## src/rtl/pwr_recall_pkg.sv

```systemverilog
package pwr_recall_pkg;
  // Supply comparator flags, ordered MSB first.
  typedef struct packed {
    logic below_rst;
    logic above_sw;
    logic above_inh;
  } supply_flags_t;

  localparam int unsigned FLAG_W = $bits(supply_flags_t);
  // Safe state assumed until the synchronizer has real samples.
  localparam supply_flags_t FLAGS_SAFE = '{below_rst: 1'b1, above_sw: 1'b0, above_inh: 1'b0};
endpackage

```

## src/rtl/flag_sync.sv

```systemverilog
module flag_sync #(
  parameter int unsigned WIDTH = 3,
  parameter int unsigned STAGES = 2,
  parameter logic [WIDTH-1:0] RST_VAL = '0
) (
  input  logic             clk,
  input  logic             rst_n,
  input  logic [WIDTH-1:0] d_async,
  output logic [WIDTH-1:0] q_sync
);
  logic [WIDTH-1:0] stage_q [STAGES];

  for (genvar s = 0; s < STAGES; s++) begin : g_stage
    always_ff @(posedge clk or negedge rst_n) begin
      if (!rst_n) stage_q[s] <= RST_VAL;
      else if (s == 0) stage_q[s] <= d_async;
      else stage_q[s] <= stage_q[(s == 0) ? 0 : s-1];
    end
  end

  assign q_sync = stage_q[STAGES-1];
endmodule

```

## src/rtl/recall_arm.sv

```systemverilog
module recall_arm
  import pwr_recall_pkg::*;
(
  input  logic          clk,
  input  logic          rst_n,
  input  supply_flags_t flags_s,
  input  logic          busy,
  output logic          start,
  output logic          pending
);
  assign start = pending && flags_s.above_sw && !flags_s.below_rst && !busy;

  always_ff @(posedge clk or negedge rst_n) begin
    if (!rst_n)                 pending <= 1'b1;
    else if (flags_s.below_rst) pending <= 1'b1;
    else if (start)             pending <= 1'b0;
  end

  // a deep dip always leaves the latch armed
  a_r2_deep_dip_arms: assert property (@(posedge clk) disable iff (!rst_n)
    flags_s.below_rst |=> pending);

  // a deep dip during a running recall re-arms the latch
  a_r9_rearm_in_recall: assert property (@(posedge clk) disable iff (!rst_n)
    (busy && flags_s.below_rst) |=> (pending && busy || pending));
endmodule

```

## src/rtl/restore_timer.sv

```systemverilog
module restore_timer #(
  parameter int unsigned CYCLES = 27500
) (
  input  logic clk,
  input  logic rst_n,
  input  logic start,
  output logic busy
);
  localparam int unsigned CW = (CYCLES > 1) ? $clog2(CYCLES) : 1;
  localparam logic [CW-1:0] LAST = CW'(CYCLES - 1);

  logic [CW-1:0] cnt;

  always_ff @(posedge clk or negedge rst_n) begin
    if (!rst_n) begin
      busy <= 1'b0;
      cnt  <= '0;
    end else if (start && !busy) begin
      busy <= 1'b1;
      cnt  <= LAST;
    end else if (busy) begin
      if (cnt == '0) busy <= 1'b0;
      else           cnt  <= cnt - 1'b1;
    end
  end

  // the recall cannot end while cycles remain
  a_r4_no_early_end: assert property (@(posedge clk) disable iff (!rst_n)
    (busy && cnt != '0) |=> busy);

  // the count never exceeds its load value
  a_r4_count_bound: assert property (@(posedge clk) disable iff (!rst_n)
    busy |-> cnt <= LAST);
endmodule

```

## src/rtl/pwr_recall_sup.sv

```systemverilog
module pwr_recall_sup
  import pwr_recall_pkg::*;
#(
  parameter int unsigned SYNC_STAGES = 2,
  parameter int unsigned RESTORE_CYC = 27500
) (
  input  logic clk,
  input  logic rst_n,
  input  logic supply_below_reset,
  input  logic supply_above_switch,
  input  logic supply_above_inhibit,
  input  logic host_deselect,
  input  logic store_busy,
  output logic recall_active,
  output logic mem_ready,
  output logic store_inhibit,
  output logic standby_ok
);
  supply_flags_t flags_raw, flags_s;
  logic [FLAG_W-1:0] flags_q;
  logic start, pending;

  assign flags_raw = '{below_rst: supply_below_reset,
                       above_sw:  supply_above_switch,
                       above_inh: supply_above_inhibit};

  flag_sync #(.WIDTH(FLAG_W), .STAGES(SYNC_STAGES), .RST_VAL(FLAGS_SAFE)) u_sync (
    .clk(clk), .rst_n(rst_n), .d_async(flags_raw), .q_sync(flags_q));

  assign flags_s = supply_flags_t'(flags_q);

  recall_arm u_arm (
    .clk(clk), .rst_n(rst_n), .flags_s(flags_s), .busy(recall_active),
    .start(start), .pending(pending));

  restore_timer #(.CYCLES(RESTORE_CYC)) u_timer (
    .clk(clk), .rst_n(rst_n), .start(start), .busy(recall_active));

  assign mem_ready     = flags_s.above_sw && !pending && !recall_active;
  assign store_inhibit = !flags_s.above_inh || pending || recall_active;
  assign standby_ok    = host_deselect && !store_busy && !recall_active;

  // a recall begins only from an armed latch with supply above switch
  a_r3_start_gated: assert property (@(posedge clk) disable iff (!rst_n)
    $rose(recall_active) |-> ($past(pending) && $past(flags_s.above_sw)));

  // access is never granted while a recall runs
  a_r6_ready_not_busy: assert property (@(posedge clk) disable iff (!rst_n)
    mem_ready |-> !recall_active);
endmodule

```

## config.mk

```make
export PLATFORM = sky130hd
export DESIGN_NAME = pwr_recall_sup
export DESIGN_NICKNAME = d
export VERILOG_FILES = /design/src/rtl/pwr_recall_pkg.sv /design/src/rtl/flag_sync.sv /design/src/rtl/recall_arm.sv /design/src/rtl/restore_timer.sv /design/src/rtl/pwr_recall_sup.sv
export SDC_FILE = /design/constraint.sdc
export NUM_CORES = 1
export LEC_CHECK = 0
export BUFFER_PORTS_ARGS = -buffer_cell sky130_fd_sc_hd__buf_2
export CAP_MARGIN = 20
export CORE_MARGIN = 8
export CORE_UTILIZATION = 50
export DETAILED_ROUTE_END_ITERATION = 16
export PLACE_DENSITY = 0.69
export SETUP_SLACK_MARGIN = 0.4
export SLEW_MARGIN = 20
export SYNTH_ARGS = -nofsm -noshare
export SYNTH_HDL_FRONTEND = slang
export SYNTH_SLANG_ARGS = --single-unit
```

## constraint.sdc

```tcl
create_clock -name clk -period 4 [get_ports clk]
set_clock_uncertainty 0.2 [all_clocks]
set_input_delay 0.4 -clock clk [delete_from_list [all_inputs] [get_ports clk]]
set_output_delay 0.4 -clock clk [all_outputs]
set_load 0.01 [all_outputs]
```

==> impl_metrics.tcl, run 1 <==
set metrics [dict create \
    outcome "complete, no violations" \
    grt-ovfl-total 0 \
    gp_congestion 0.766 \
    busiest_layer "met2" \
    synthArstFlopShare_pct 100 \
    post-route-drc-count 0 \
    clk_pin_slew_ps 140 \
    wl_per_cell_um 13.9 \
    layout-drive-gt1-share_pct 18.5 \
    syn_area_per_cell_um2 10.7 \
    worst-path-buf-inv 1 \
    rr_startpoint "u_timer.cnt[0]" \
    post_cts_buffers 0 \
    first_pass_iters 4 \
    tns_ps 0 \
    seq_area_um2 579 \
    nets 128 \
    reg2reg_slack_ps 1800 \
    final_util_pct 58.4 \
    power.static_leakage_nw 0.508 \
    multi_input_area_um2 495 \
    use_met3_pct 2.87 \
    netlist_area_um2 1090 \
    crit_start "u_timer.cnt[0]" \
    routed-via-count 805 \
    die_y_um 62.7 \
    n_fill_cell 188 \
    rows 17 \
    path_class "reg2reg" \
    grt_pass1_wl_mm 3.66 \
    pin_count 11 \
    yosys_warnings 0 \
    rsz0062_at_grt "no" \
    path_cells "inv_1 -> ha_1 -> nor2b_1 -> a41oi_1 -> nand4_1 -> mux2i_1" \
    grt.total_usage_pct 11.2 \
    cap_violations 0 \
    die_width_um 62.7 \
    period_share_pct 54.9 \
    synth_cell_type_count 36 \
    hold_path_startpoint "u_sync.stage_q[5]" \
    areaGrowthSynthToFinish_pct 13.9 \
    drtIter0Drc 26 \
    place_area_um2 1170 \
    start_util_pct 51.2 \
    fin_area_um2 1240 \
    synthesis.nets 110 \
    cts_resized 0 \
    dpl_worst_slack_ps 1850 \
    whs_ps 172 \
    worstPathMaxFanout 8 \
    antenna_left 0 \
    fmax_mhz 455 \
    slew_violations 0 \
    fin_ws_ps 1800 \
    critPathMaxStageDelay_ps 550 \
    grt_max_degree 24 \
    hold_class "reg2reg" \
    die_area_um2 3930 \
    synth_seq_cells 23 \
    cts_max_level 1 \
    hold_buffers 4 \
    max-vdd-ir-drop_mv 0.272 \
    p_per_area_nw_per_um2 547 \
    synth_edf_count 0 \
    synth_cells 102 \
    seq_area_frac_synth_pct 53.2 \
    period_needed_ps 2200 \
    cts_sinks 23 \
    dp_hpwl_mm 1.48 \
    max-clock-path-buffers 2 \
    core-area_um2 2130 \
    cts_made_buffers 3 \
    cts_tree "done" \
    vias_per_cell 5.48 \
    setup_viol 0 \
    slowest_stage "a41oi_1" \
    grt_pass1_vias 783 \
    grt_use_met1_pct 14.5 \
    insertion_delay_ps 310 \
    portBuffers 10 \
    hold_violations 0 \
    root_buffer "clkbuf_4" \
    critPathCaptureType "register" \
    antenna_cells 0 \
    crit_family "compound AO/OA/AOI/OAI gates" \
    slew_headroom_pct 36.0 \
    cp-start-kind "register" \
    met2_usage_pct 17.6 \
    worst_pin_slew_ps 952 \
    grt_antenna_before_repair 0 \
    drt-total-wl_mm 2.04 \
    required_ps 4000 \
    cp_data_arrival_time_ps 2190 \
    synthFlopType "dfrtp_1" \
]
==> cells by family after synthesis <==
logic type                 synth area share [%]
AOI/OAI and AO/OA                          10.7
and+or+nand+nor                            28.1
adders and majority gates                  1.15
muxes                                      5.51
buffers and inverters                      1.38
DFF                                        53.2
==> cells in the final DEF (no fill, tap or decap), drive strengths merged, types with 2 or more instances in the layout <==
cell type    synthesis  final
o21ai                5      5
dlygate4sd3          0      4
or3                  2      2
nor3b                2      2
buf                  0     10
dfrtp               20     20
o211ai               2      2
nor4                 4      4
a21oi                2      2
nand4                2      2
nor2                11     11
inv                  3      3
nor3                 4      4
nand2               11     11
clkbuf               1      3
nand3                4      4
dfstp                3      3
mux2i                6      6
and2                 3      3
nand2b               2      2
==> worst paths after layout <==
check | cells past startpoint | end
worst max-delay path | 6 | u_timer.cnt[8]
worst min-delay path | 0 | u_sync.q_sync[2]
worst max register to register | 6 | u_timer.cnt[8]
worst min register to register | 0 | u_sync.q_sync[2]
max in group asynchronous | 2 | u_sync.stage_q[5]
min in group asynchronous | 2 | u_timer.cnt[5]
==> state kept, by name, indices dropped and copies added, names as in the netlist <==
register        count
u_timer.cnt        15
u_arm.pending       1
u_timer.busy        1
u_sync.q_sync       3
u_sync.stage_q      3
==> per-layer routing <==
metal / part of all wire, % / wire length, um
met5: 0 / 0
met4: 0.88 / 18
met3: 2.6 / 54
met2: 50 / 1030
met1: 46 / 944
==> report_power, final <==
part	switching (mW)	internal (mW)	total [mW]
Sequential	0.0863	0.296	0.382
Combinational	0.0974	0.0912	0.189
Clock	0.0699	0.0380	0.108
Total	0.254	0.425	0.679
==> worst reg2reg max path, stage by stage, from the launching register on <==
cell and delay, ps:
dfrtp_1 440, inv_1 60, ha_1 280, nor2b_1 170, a41oi_1 550, nand4_1 220, mux2i_1 160
==> Yosys cell counts, types with 2 or more instances <==
library cell,number,share of area (%)
dfstp_2,3,7.2
nand3_1,4,1.8
and2_1,3,1.7
nor4_4,2,3.9
inv_1,3,1.0
dfrtp_1,20,46
nor3b_1,2,1.4
or3_1,2,1.1
mux2i_1,6,5.5
nor4_1,2,1.1
o21ai_0,4,1.8
nor2_1,11,3.8
nand2b_1,2,1.1
a21oi_1,2,0.92
nand2_1,11,3.8
nand4_1,2,1.1
nor3_1,4,1.8
==> per-stage QoR <==
step / power (mW) / instances
finish: 0.679 / 147
CTS: 0.683 / 147
floorplan: 0.516 / 102
detailed placement: 0.573 / 139
global route: 0.736 / 147
global placement: 0.562 / 139
==> layout make-up <==
cell class | count | area share [%]
flip-flops and latches | 23 | 46.7
multi-input cells | 75 | 39.9
repair buffers | 14 | 7.26
well taps | 28 | 2.82
clock buffers | 3 | 1.81
inverters | 3 | 0.907
clock inverters | 1 | 0.605
No activity file was read; power rests on OpenSTA's default activity.
==> inputs of run 2 (changes only) <==
==> constraint.sdc (replaced) <==
create_clock -name clk -period 2.2 [get_ports clk]
set_clock_uncertainty 0.2 [all_clocks]
set_input_delay 0.22 -clock clk [delete_from_list [all_inputs] [get_ports clk]]
set_output_delay 0.22 -clock clk [all_outputs]
set_load 0.01 [all_outputs]
==> run 2 against run 1 <==
Global-route usage grew 1.5 points. Cell area grew 17%. Die area is the same. First-iteration DRC count grew 19%. Largest cell class unchanged. Critical path type unchanged. Wire length grew 22%.
==> impl_metrics.tcl, run 2 (synthesis results as in run 1) <==
set metrics [dict create \
    outcome "complete, no violations" \
    slew_headroom_pct 66.8 \
    hold_class "reg2reg" \
    vias_per_cell 5.68 \
    critPathCaptureType "register" \
    layout.cells.non_filler 164 \
    rsz0062_at_grt "yes" \
    largest-register "u_timer.cnt" \
    portBuffers 10 \
    routed-via-count 931 \
    slew_violations 0 \
    grt_pass1_vias 953 \
    worst_pin_slew_ps 498 \
    max-clock-path-buffers 2 \
    drtIter0Drc 31 \
    setup_viol 0 \
    worstPathMaxFanout 4 \
    nets 145 \
    p_int_mw 0.903 \
    antenna_left 0 \
    post-route-drc-count 0 \
    cap_violations 0 \
    period_needed_ps 1940 \
    power_mw 1.44 \
    tns_ps 0 \
    period_share_pct 88.2 \
    final_util_pct 68.2 \
    start_util_pct 51.2 \
    drt-total-wl_mm 2.49 \
    place_area_um2 1220 \
    hold_path_startpoint "u_sync.stage_q[5]" \
    die_width_um 62.7 \
    rows 17 \
    core-area_um2 2130 \
    switching_share_pct 37.3 \
    cts_made_buffers 3 \
    root_buffer "clkbuf_4" \
    mostFrequentLayoutCells "19 x dfrtp_1, 16 x buf_4, 11 x nand2_1" \
    cts_max_level 1 \
    pin_count 11 \
    rr_startpoint "u_timer.cnt[11]" \
    clockPowerShare_pct 14.0 \
    largest_reg_flops 15 \
    path_class "reg2reg" \
    clk_pin_slew_ps 130 \
    fin_area_um2 1450 \
    dp_hpwl_mm 1.57 \
    p_per_area_nw_per_um2 992 \
    max-vdd-ir-drop_mv 0.833 \
    combPwrFrac_pct 38.7 \
    p_sw_mw 0.537 \
    insertion_delay_ps 320 \
    dpl_worst_slack_ps 263 \
    gp_congestion 0.745 \
    cp-start-kind "register" \
    grt_pass1_wl_mm 4.05 \
    n_fill_cell 155 \
    die_area_um2 3930 \
    grt_antenna_before_repair 0 \
    placed_cells 144 \
    seq_area_um2 581 \
    antenna_cells 0 \
    grt_max_degree 24 \
    first_pass_iters 4 \
    cp_data_arrival_time_ps 1950 \
    seqPwrFrac_pct 47.3 \
    hold_violations 0 \
    crit_start "u_timer.cnt[11]" \
    required_ps 2210 \
    wl_per_cell_um 15.2 \
    grt.total_usage_pct 12.7 \
    whs_ps 170 \
    fin_ws_ps 260 \
    fmax_mhz 515 \
    cts_sinks 23 \
    die_y_um 62.7 \
    layout-drive-gt1-share_pct 38.2 \
    power.static_leakage_nw 0.600 \
    areaGrowthSynthToFinish_pct 33.2 \
    final_common_cell "dfrtp_1" \
    multi_input_area_um2 573 \
    cts_tree "done" \
    grt-ovfl-total 0 \
]
[run 2: power groups by stage]
stage | Sequential, mW | Clock (mW) | Combinational, mW
after floorplan | 0.669 | 0 | 0.273
after detailed placement | 0.687 | 0 | 0.397
final | 0.681 | 0.202 | 0.557
after CTS | 0.669 | 0.211 | 0.502
after global placement | 0.681 | 0 | 0.385
after global routing | 0.694 | 0.228 | 0.615
[run 2: cell type report]
class,count,share of cell area [%]
Sequential cell,23,40.0
Multi-Input combinational cell,75,39.5
Tap cell,28,2.41
Inverter,3,0.776
Clock buffer,3,1.55
Timing Repair Buffer,31,15.3
Clock inverter,1,0.517
[run 2: path summary, 6_finish.rpt]
kind	endpoint	slack [ps]	depth (start not counted)
worst max-delay path	u_timer.cnt[11]	260	4
worst min-delay path	u_sync.q_sync[2]	170	0
worst max register to register	u_timer.cnt[11]	260	4
worst min register to register	u_sync.q_sync[2]	170	0
max in group asynchronous	u_timer.cnt[10]	1250	2
min in group asynchronous	u_timer.cnt[0]	180	2
[run 2: critical path, cell delays in order (launching register included)]
cell and delay [ps]:
dfrtp_1 460, or4_4 550, o211ai_2 200, nor3_1 80
or3b_1 340
[run 2: repair_timing]
item                                    CTS  global route
endpoints found under the setup margin   13            14
buffers inserted                         10             2
resized for setup                         4            14
hold endpoints to repair                 23             0
hold buffers                              4             0
pin swaps                                 8             4
[run 2: routing by layer]
layer | GRT usage [%] | wire [um] | vias up
li1 | - | - | 443
met1 | 14.1 | 1070 | 455
met2 | 22.5 | 1270 | 27
met3 | 2.33 | 97 | 6
met4 | 6.55 | 44 | 0
met5 | 0 | 0 | -
